<file path="config.mk">
export PLATFORM = sky130hd
export DESIGN_NAME = mbus_seq
export DESIGN_NICKNAME = d
export VERILOG_FILES = /design/src/rtl/mbus_pkg.sv /design/src/rtl/mbus_timing.sv /design/src/rtl/mbus_lane.sv /design/src/rtl/mbus_drive.sv /design/src/rtl/mbus_seq.sv
export SDC_FILE = /design/constraint.sdc
export NUM_CORES = 1
export LEC_CHECK = 0
export BUFFER_PORTS_ARGS = -buffer_cell sky130_fd_sc_hd__buf_2
export CAP_MARGIN = 30
export CORE_ASPECT_RATIO = 1.75
export CORE_MARGIN = 4
export CORE_UTILIZATION = 30
export CTS_CLUSTER_DIAMETER = 200
export DETAILED_ROUTE_END_ITERATION = 8
export HOLD_SLACK_MARGIN = 0.12
export PLACE_DENSITY_LB_ADDON = 0.1
export SLEW_MARGIN = 20
export SYNTH_ARGS = -nofsm -noshare
export SYNTH_HDL_FRONTEND = slang
export SYNTH_SLANG_ARGS = --single-unit
</file>
<file path="constraint.sdc">
create_clock -name clk_i -period 4.26 [get_ports clk_i]
set_clock_uncertainty 0.1 [all_clocks]
set_input_delay 0.426 -clock clk_i [delete_from_list [all_inputs] [get_ports clk_i]]
set_output_delay 0.426 -clock clk_i [all_outputs]
set_load 0.02 [all_outputs]
</file>
<file path="src/rtl/mbus_pkg.sv">
package mbus_pkg;
  typedef enum logic [2:0] {
    ST_IDLE = 3'd0,
    ST_T1   = 3'd1,
    ST_T2   = 3'd2,
    ST_T3   = 3'd3,
    ST_TW   = 3'd4,
    ST_T4   = 3'd5
  } bus_st_e;
endpackage

</file>
<file path="src/rtl/mbus_timing.sv">
module mbus_timing
  import mbus_pkg::*;
(
  input  logic    clk_i,
  input  logic    rst_ni,
  input  logic    start_i,
  input  logic    ready_i,
  output bus_st_e st_o,
  output logic    ph_o,
  output logic    cap_o,
  output logic    done_o
);
  bus_st_e st_q, st_d;
  logic    ph_q, done_q;

  always_comb begin
    st_d = st_q;
    unique case (st_q)
      ST_IDLE:      if (start_i) st_d = ST_T1;
      ST_T1:        st_d = ST_T2;
      ST_T2:        st_d = ST_T3;
      ST_T3, ST_TW: st_d = ready_i ? ST_T4 : ST_TW;
      ST_T4:        st_d = ST_IDLE;
      default:      st_d = ST_IDLE;
    endcase
  end

  // each bus state spans two clocks; ph_q marks the second half
  always_ff @(posedge clk_i or negedge rst_ni) begin
    if (!rst_ni) begin
      st_q   <= ST_IDLE;
      ph_q   <= 1'b0;
      done_q <= 1'b0;
    end else begin
      done_q <= (st_q == ST_T4) && ph_q;
      if (st_q == ST_IDLE) begin
        ph_q <= 1'b0;
        st_q <= st_d;
      end else begin
        ph_q <= ~ph_q;
        if (ph_q) st_q <= st_d;
      end
    end
  end

  assign st_o   = st_q;
  assign ph_o   = ph_q;
  assign cap_o  = ph_q && ready_i && (st_q == ST_T3 || st_q == ST_TW);
  assign done_o = done_q;
endmodule

</file>
<file path="src/rtl/mbus_lane.sv">
module mbus_lane #(
  parameter int ADDR_W = 20,
  parameter int DATA_W = 16
) (
  input  logic              clk_i,
  input  logic              rst_ni,
  input  logic              load_i,
  input  logic              cap_i,
  input  logic [ADDR_W-1:0] req_addr_i,
  input  logic              req_write_i,
  input  logic              req_mem_i,
  input  logic              req_byte_i,
  input  logic [1:0]        req_seg_i,
  input  logic [DATA_W-1:0] req_wdata_i,
  input  logic [DATA_W-1:0] ad_i,
  output logic              misalign_o,
  output logic [ADDR_W-1:0] addr_o,
  output logic              write_o,
  output logic              mem_o,
  output logic [1:0]        seg_o,
  output logic [DATA_W-1:0] wdata_o,
  output logic              hi_lane_o,
  output logic [DATA_W-1:0] rdata_o
);
  localparam int HALF = DATA_W / 2;

  logic byte_q;
  logic [DATA_W-1:0] rdata_q, rdata_d;

  always_ff @(posedge clk_i or negedge rst_ni) begin
    if (!rst_ni) begin
      addr_o  <= '0;
      write_o <= 1'b0;
      mem_o   <= 1'b0;
      seg_o   <= '0;
      wdata_o <= '0;
      byte_q  <= 1'b0;
    end else if (load_i) begin
      addr_o  <= req_addr_i;
      write_o <= req_write_i;
      mem_o   <= req_mem_i;
      seg_o   <= req_seg_i;
      wdata_o <= req_wdata_i;
      byte_q  <= req_byte_i;
    end
  end

  // bytes land on the low lane; odd address takes the upper half
  always_comb begin
    rdata_d = ad_i;
    if (byte_q) begin
      rdata_d = '0;
      rdata_d[HALF-1:0] = addr_o[0] ? ad_i[DATA_W-1:HALF] : ad_i[HALF-1:0];
    end
  end

  always_ff @(posedge clk_i or negedge rst_ni) begin
    if (!rst_ni)    rdata_q <= '0;
    else if (cap_i) rdata_q <= rdata_d;
  end

  assign misalign_o = ~req_byte_i & req_addr_i[0];
  assign hi_lane_o  = ~byte_q | addr_o[0];
  assign rdata_o    = rdata_q;
endmodule

</file>
<file path="src/rtl/mbus_drive.sv">
module mbus_drive
  import mbus_pkg::*;
#(
  parameter int ADDR_W = 20,
  parameter int DATA_W = 16,
  localparam int HI_W  = ADDR_W - DATA_W
) (
  input  bus_st_e           st_i,
  input  logic              ph_i,
  input  logic [ADDR_W-1:0] addr_i,
  input  logic              write_i,
  input  logic              mem_i,
  input  logic [1:0]        seg_i,
  input  logic [DATA_W-1:0] wdata_i,
  input  logic              hi_lane_i,
  input  logic              ie_i,
  output logic [DATA_W-1:0] ad_o,
  output logic              ad_oe_o,
  output logic [HI_W-1:0]   a_hi_o,
  output logic              ale_o,
  output logic              rd_n_o,
  output logic              wr_n_o,
  output logic              den_n_o,
  output logic              bhe_n_o
);
  logic in_t1, data_ph, strobe_ph, t4_first, t2_second;
  logic [HI_W-1:0] status;

  always_comb begin
    status = '0;
    status[HI_W-2] = ie_i;
    status[1:0]    = seg_i;
  end

  assign in_t1     = (st_i == ST_T1);
  assign data_ph   = (st_i == ST_T2) || (st_i == ST_T3) || (st_i == ST_TW) || (st_i == ST_T4);
  assign strobe_ph = (st_i == ST_T2) || (st_i == ST_T3) || (st_i == ST_TW);
  assign t4_first  = (st_i == ST_T4) && !ph_i;
  assign t2_second = (st_i == ST_T2) && ph_i;

  assign ale_o   = in_t1;
  assign ad_oe_o = in_t1 || (write_i && (strobe_ph || t4_first));
  assign ad_o    = in_t1 ? addr_i[DATA_W-1:0] : (write_i ? wdata_i : '0);
  assign a_hi_o  = in_t1 ? (mem_i ? addr_i[ADDR_W-1:DATA_W] : '0)
                 : (data_ph ? status : '0);
  // read strobe waits for the lines to float in the first half of T2
  assign rd_n_o  = !(!write_i && (t2_second || st_i == ST_T3 || st_i == ST_TW));
  assign wr_n_o  = !(write_i && strobe_ph);
  assign den_n_o = !(t2_second || st_i == ST_T3 || st_i == ST_TW || t4_first);
  assign bhe_n_o = !(in_t1 && hi_lane_i);
endmodule

</file>
<file path="src/rtl/mbus_seq.sv">
module mbus_seq
  import mbus_pkg::*;
#(
  parameter int ADDR_W = 20,
  parameter int DATA_W = 16,
  localparam int HI_W  = ADDR_W - DATA_W
) (
  input  logic              clk_i,
  input  logic              rst_ni,
  input  logic              req_valid_i,
  input  logic [ADDR_W-1:0] req_addr_i,
  input  logic              req_write_i,
  input  logic              req_mem_i,
  input  logic              req_byte_i,
  input  logic [1:0]        req_seg_i,
  input  logic [DATA_W-1:0] req_wdata_i,
  input  logic              ie_flag_i,
  input  logic              ready_i,
  input  logic [DATA_W-1:0] ad_i,
  output logic [DATA_W-1:0] ad_o,
  output logic              ad_oe_o,
  output logic [HI_W-1:0]   a_hi_o,
  output logic              ale_o,
  output logic              rd_n_o,
  output logic              wr_n_o,
  output logic              den_n_o,
  output logic              dtr_o,
  output logic              mio_o,
  output logic              bhe_n_o,
  output logic              busy_o,
  output logic [DATA_W-1:0] rdata_o,
  output logic              done_o,
  output logic              err_o
);
  bus_st_e st;
  logic ph, cap, misalign, start, err_q, write_q, mem_q, hi_lane;
  logic [ADDR_W-1:0] addr_q;
  logic [DATA_W-1:0] wdata_q;
  logic [1:0] seg_q;

  assign busy_o = (st != ST_IDLE);
  assign start  = !busy_o && req_valid_i && !misalign;

  always_ff @(posedge clk_i or negedge rst_ni) begin
    if (!rst_ni) err_q <= 1'b0;
    else         err_q <= !busy_o && req_valid_i && misalign;
  end
  assign err_o = err_q;

  mbus_timing u_timing (
    .clk_i   (clk_i),
    .rst_ni  (rst_ni),
    .start_i (start),
    .ready_i (ready_i),
    .st_o    (st),
    .ph_o    (ph),
    .cap_o   (cap),
    .done_o  (done_o)
  );

  mbus_lane #(.ADDR_W(ADDR_W), .DATA_W(DATA_W)) u_lane (
    .clk_i       (clk_i),
    .rst_ni      (rst_ni),
    .load_i      (start),
    .cap_i       (cap),
    .req_addr_i  (req_addr_i),
    .req_write_i (req_write_i),
    .req_mem_i   (req_mem_i),
    .req_byte_i  (req_byte_i),
    .req_seg_i   (req_seg_i),
    .req_wdata_i (req_wdata_i),
    .ad_i        (ad_i),
    .misalign_o  (misalign),
    .addr_o      (addr_q),
    .write_o     (write_q),
    .mem_o       (mem_q),
    .seg_o       (seg_q),
    .wdata_o     (wdata_q),
    .hi_lane_o   (hi_lane),
    .rdata_o     (rdata_o)
  );

  mbus_drive #(.ADDR_W(ADDR_W), .DATA_W(DATA_W)) u_drive (
    .st_i      (st),
    .ph_i      (ph),
    .addr_i    (addr_q),
    .write_i   (write_q),
    .mem_i     (mem_q),
    .seg_i     (seg_q),
    .wdata_i   (wdata_q),
    .hi_lane_i (hi_lane),
    .ie_i      (ie_flag_i),
    .ad_o      (ad_o),
    .ad_oe_o   (ad_oe_o),
    .a_hi_o    (a_hi_o),
    .ale_o     (ale_o),
    .rd_n_o    (rd_n_o),
    .wr_n_o    (wr_n_o),
    .den_n_o   (den_n_o),
    .bhe_n_o   (bhe_n_o)
  );

  assign mio_o = mem_q;
  assign dtr_o = write_q;
endmodule

</file>
==> metrics.md <==
| Metric | Value |
|---|---|
| Clk_lat worst skew | `0.32 ns` |
| Global Route met2 Usage | `23.87%` |
| Count leader, synth | `dfrtp_1` |
| Drt initial violations | `42` |
| CTS Buffer Depth | `2` |
| IO Count | `109` |
| CP Class | `reg -> out` |
| Most frequent cells after synthesis | `dfrtp_1 (63), mux2_2 (52), nand2_1 (42)` |
| Main combinational cell family by area after synthesis | `multiplexers` |
| Vias per cell | `4.672` |
| Synth Cell Area | `3074 um^2` |
| DRT Wirelength | `7.793 mm` |
| Highest clock rate | `380.7 MHz` |
| M1 GR Usage | `15.46%` |
| Max Slew Vio Count | `0` |
| DIE AREA | `11990 um^2` |
| Share of cells above drive strength 1 | `51.91%` |
| Post-synth EDFFs | `0` |
| Crit-path slowest cell | `dfrtp_1` |
| Least-Margin Pin Slew | `0.8724 ns` |
| H-tree Lvls | `3` |
| Crit path capture type | `primary output` |
| Detailed placer's ending HPWL | `5.469 mm` |
| R2R Setup Slk | `1.79 ns` |
| Predominant post-synthesis flop cell | `dfrtp_1` |
| Footprint of the multi-input gates | `1360 um^2` |
| Reg area | `1577 um^2` |
| Ant. Diodes | `0` |
| Synth cell types | `32` |
| CTS root buf | `clkbuf_16` |
| Fin Hold WS | `0.2171 ns` |
| GRT busiest layer | `met2` |
| CTS resizes | `0` |
| Adder-cell area share of the yosys netlist | `0%` |
| Hold path startpoint | `req_wdata_i[12]` |
| Nets | `424` |
| GR met3 Demand/Resource | `3.370%` |
| Die H | `141.9 um` |
| Worst Path Required | `3.73 ns` |
| DRC Markers | `0` |
| Initial antenna violation count | `0` |
| Worst path cell trace | `nor3b_4 > buf_4 > nand2_1 > o21ai_0 > buf_2` |
| Peak VDD IR | `281.9 uV` |
| Yosys reg bits | `63` |
| Crit-path max FO | `32` |
| HP Class | `in -> reg` |
| Largest net degree at the start of global routing | `41` |
| Row count | `48` |
| Async set or reset register ratio after synthesis | `100.0%` |
| Min Clock Period, post-route | `2.627 ns` |
| GPL Wtd Cong | `0.7178` |
| First-pass detailed-route iteration total | `4` |
| Initial Utilization | `30.84%` |
| Synth warn | `0` |
| CP startpoint | `u_timing.st_o[0]` |
| Synth Area in Simple Gates | `12.45%` |
| Final ANT Viol Nets | `0` |
| TritonCTS Buffers | `9` |
| CTS tree | `yes` |
| Layout overhead on the synthesized area | `28.98%` |
| XOR/XNOR Fraction of Synth Area | `0%` |
| Reg-to-Reg Start | `u_timing.st_o[2]` |
| Top post-synthesis cells by area | `dfrtp_1 (51%), mux2_2 (19%), nand2_1 (5.1%), mux2_4 (4.9%), o21ai_0 (4.2%)` |
| Startpoint Class | `flip-flop` |
| Synth area leader | `dfrtp_1` |
| Synth Area in Compound Gates | `6.960%` |
| # setup viols final | `0` |
| Status | `complete, no violations` |
| # Post-CTS Setup Buffers | `0` |
| Port bufs | `108` |
| Post-Syn Area per Cell | `11.96 um^2` |
| RSZ-0062 raised after global routing | `no` |
| Register area share after synthesis | `51.28%` |
| Vias in the first global route | `2461` |
| Via Count | `2294` |
| P per Cell Area | `828.2 nW/um^2` |
| Clk sinks | `63` |
| Setup TNS | `0 ns` |
| Avg WL per Cell | `15.87 um` |
| Syn Inst Count | `257` |
| Core area | `9970 um^2` |
| Gr usage total | `13.68%` |
| Clock-pin slew on the worst setup and hold paths | `0.05 ns` |
| Grt ovf | `0` |
| Die W | `84.52 um` |
| Post-Syn Nets | `319` |
| Leakage | `1.926 nW` |
| Slowest stage delay, CP | `0.68 ns` |
| Share of the synthesized area in the top cell type | `51.28%` |
| Fin crit share | `61.66%` |
| First-pass GRT wire length | `12.71 mm` |
| Max_slew headroom | `41.84%` |
| Maxcap violations | `0` |
| Final Hold Fails | `0` |
| Post-synthesis mux area share | `24.62%` |
| # fillers | `1072` |
| CP Data Arrival Time | `2.10 ns` |
==> worst max-delay path: cells and delay by family (launching register included) <==
kind / cells / cell delay [ns]
buffers and inverters: 2 / 0.56
AO/OA/AOI/OAI: 1 / 0.12
AND/OR/NAND/NOR: 2 / 0.41
flip-flops: 1 / 0.68
==> cells in the final DEF, fill, tap and decap left out, drive strengths merged <==
| cell | synthesis | routed |
|---|---|---|
| a21oi | 6 | 6 |
| a311o | 1 | 1 |
| a32o | 1 | 1 |
| and2 | 1 | 1 |
| and2b | 1 | 1 |
| and3 | 2 | 2 |
| and3b | 2 | 2 |
| and4b | 3 | 3 |
| buf | 10 | 112 |
| clkbuf | 9 | 14 |
| clkinv | 0 | 1 |
| dfrtp | 63 | 63 |
| dlygate4sd3 | 0 | 1 |
| inv | 2 | 2 |
| mux2 | 63 | 63 |
| mux2i | 1 | 1 |
| nand2 | 43 | 43 |
| nand2b | 1 | 1 |
| nor2 | 3 | 3 |
| nor2b | 10 | 10 |
| nor3b | 2 | 2 |
| nor4b | 1 | 1 |
| o211a | 1 | 1 |
| o21a | 1 | 1 |
| o21ai | 26 | 26 |
| o21bai | 1 | 1 |
| o311ai | 1 | 1 |
| or3 | 1 | 1 |
| or4b | 1 | 1 |
==> sequential cells by signal, indices dropped and copies added, names as in the netlist <==
register and flops:
err_o 1, u_lane.addr_o 20, u_lane.byte_q 1, u_lane.mem_o 1, u_lane.rdata_o 16, u_lane.seg_o 2
u_lane.wdata_o 16, u_lane.write_o 1, u_timing.done_o 1, u_timing.ph_o 1, u_timing.st_o 3
==> area by class of cell <==
class / instances / share of cell area [%]
clock buffer: 14 / 6.406
inverter: 2 / 0.1893
multi-input combinational: 173 / 34.30
timing repair buffer: 113 / 15.27
tap: 125 / 3.944
clock inverter: 1 / 0.1262
sequential: 63 / 39.76
==> final timing paths <==
check	depth (start not counted)	endpoint
min	2	u_lane.wdata_o[12]
max in group asynchronous	3	u_lane.addr_o[15]
min in group asynchronous	2	u_lane.rdata_o[14]
max reg2reg	3	u_lane.rdata_o[11]
max	5	ad_o[15]
min reg2reg	1	u_lane.wdata_o[12]
==> where the power goes <==
part | total, mW | switching (mW) | internal, mW
sequential | 1.16 | 0.269 | 0.891
combinational | 1.47 | 0.800 | 0.672
clock | 0.651 | 0.246 | 0.406
total | 3.28 | 1.32 | 1.97
==> logic make-up (layout without fill, tap and decap cells) <==
logic type,after synthesis,in the layout
AND/OR/NAND/NOR,71,71
multiplexers,64,64
flip-flops,63,63
AO/OA/AOI/OAI,38,38
buffers and inverters,21,130
==> metrics by stage <==
stage | power, mW | instances | instance area (um^2) | worst slack (ns) | utilization (%)
floorplan | 2.196 | 257 | 3074 | 2.139 | -
global placement | 2.648 | 473 | 3656 | 1.842 | 36.67
detailed placement | 2.668 | 473 | 3656 | 1.747 | 36.67
CTS | 3.346 | 488 | 3915 | 1.569 | 39.27
global route | 3.534 | 491 | 3965 | 1.400 | 39.77
finish | 3.284 | 491 | 3965 | 1.633 | 39.77
==> per-layer routing <==
| layer | part of all wire (%) | routed length, um |
|---|---|---|
| met1 | 40 | 3086 |
| met3 | 4.5 | 351 |
| met5 | 0 | 0 |
| met4 | 2.2 | 172 |
| met2 | 54 | 4182 |
==> timing repair <==
item / in CTS / in global routing
hold endpoints to repair: 0 / 11
endpoints found under the setup margin: 0 / 0
hold buffers: 0 / 1
Note: power is estimated with default switching activity, not from simulation.
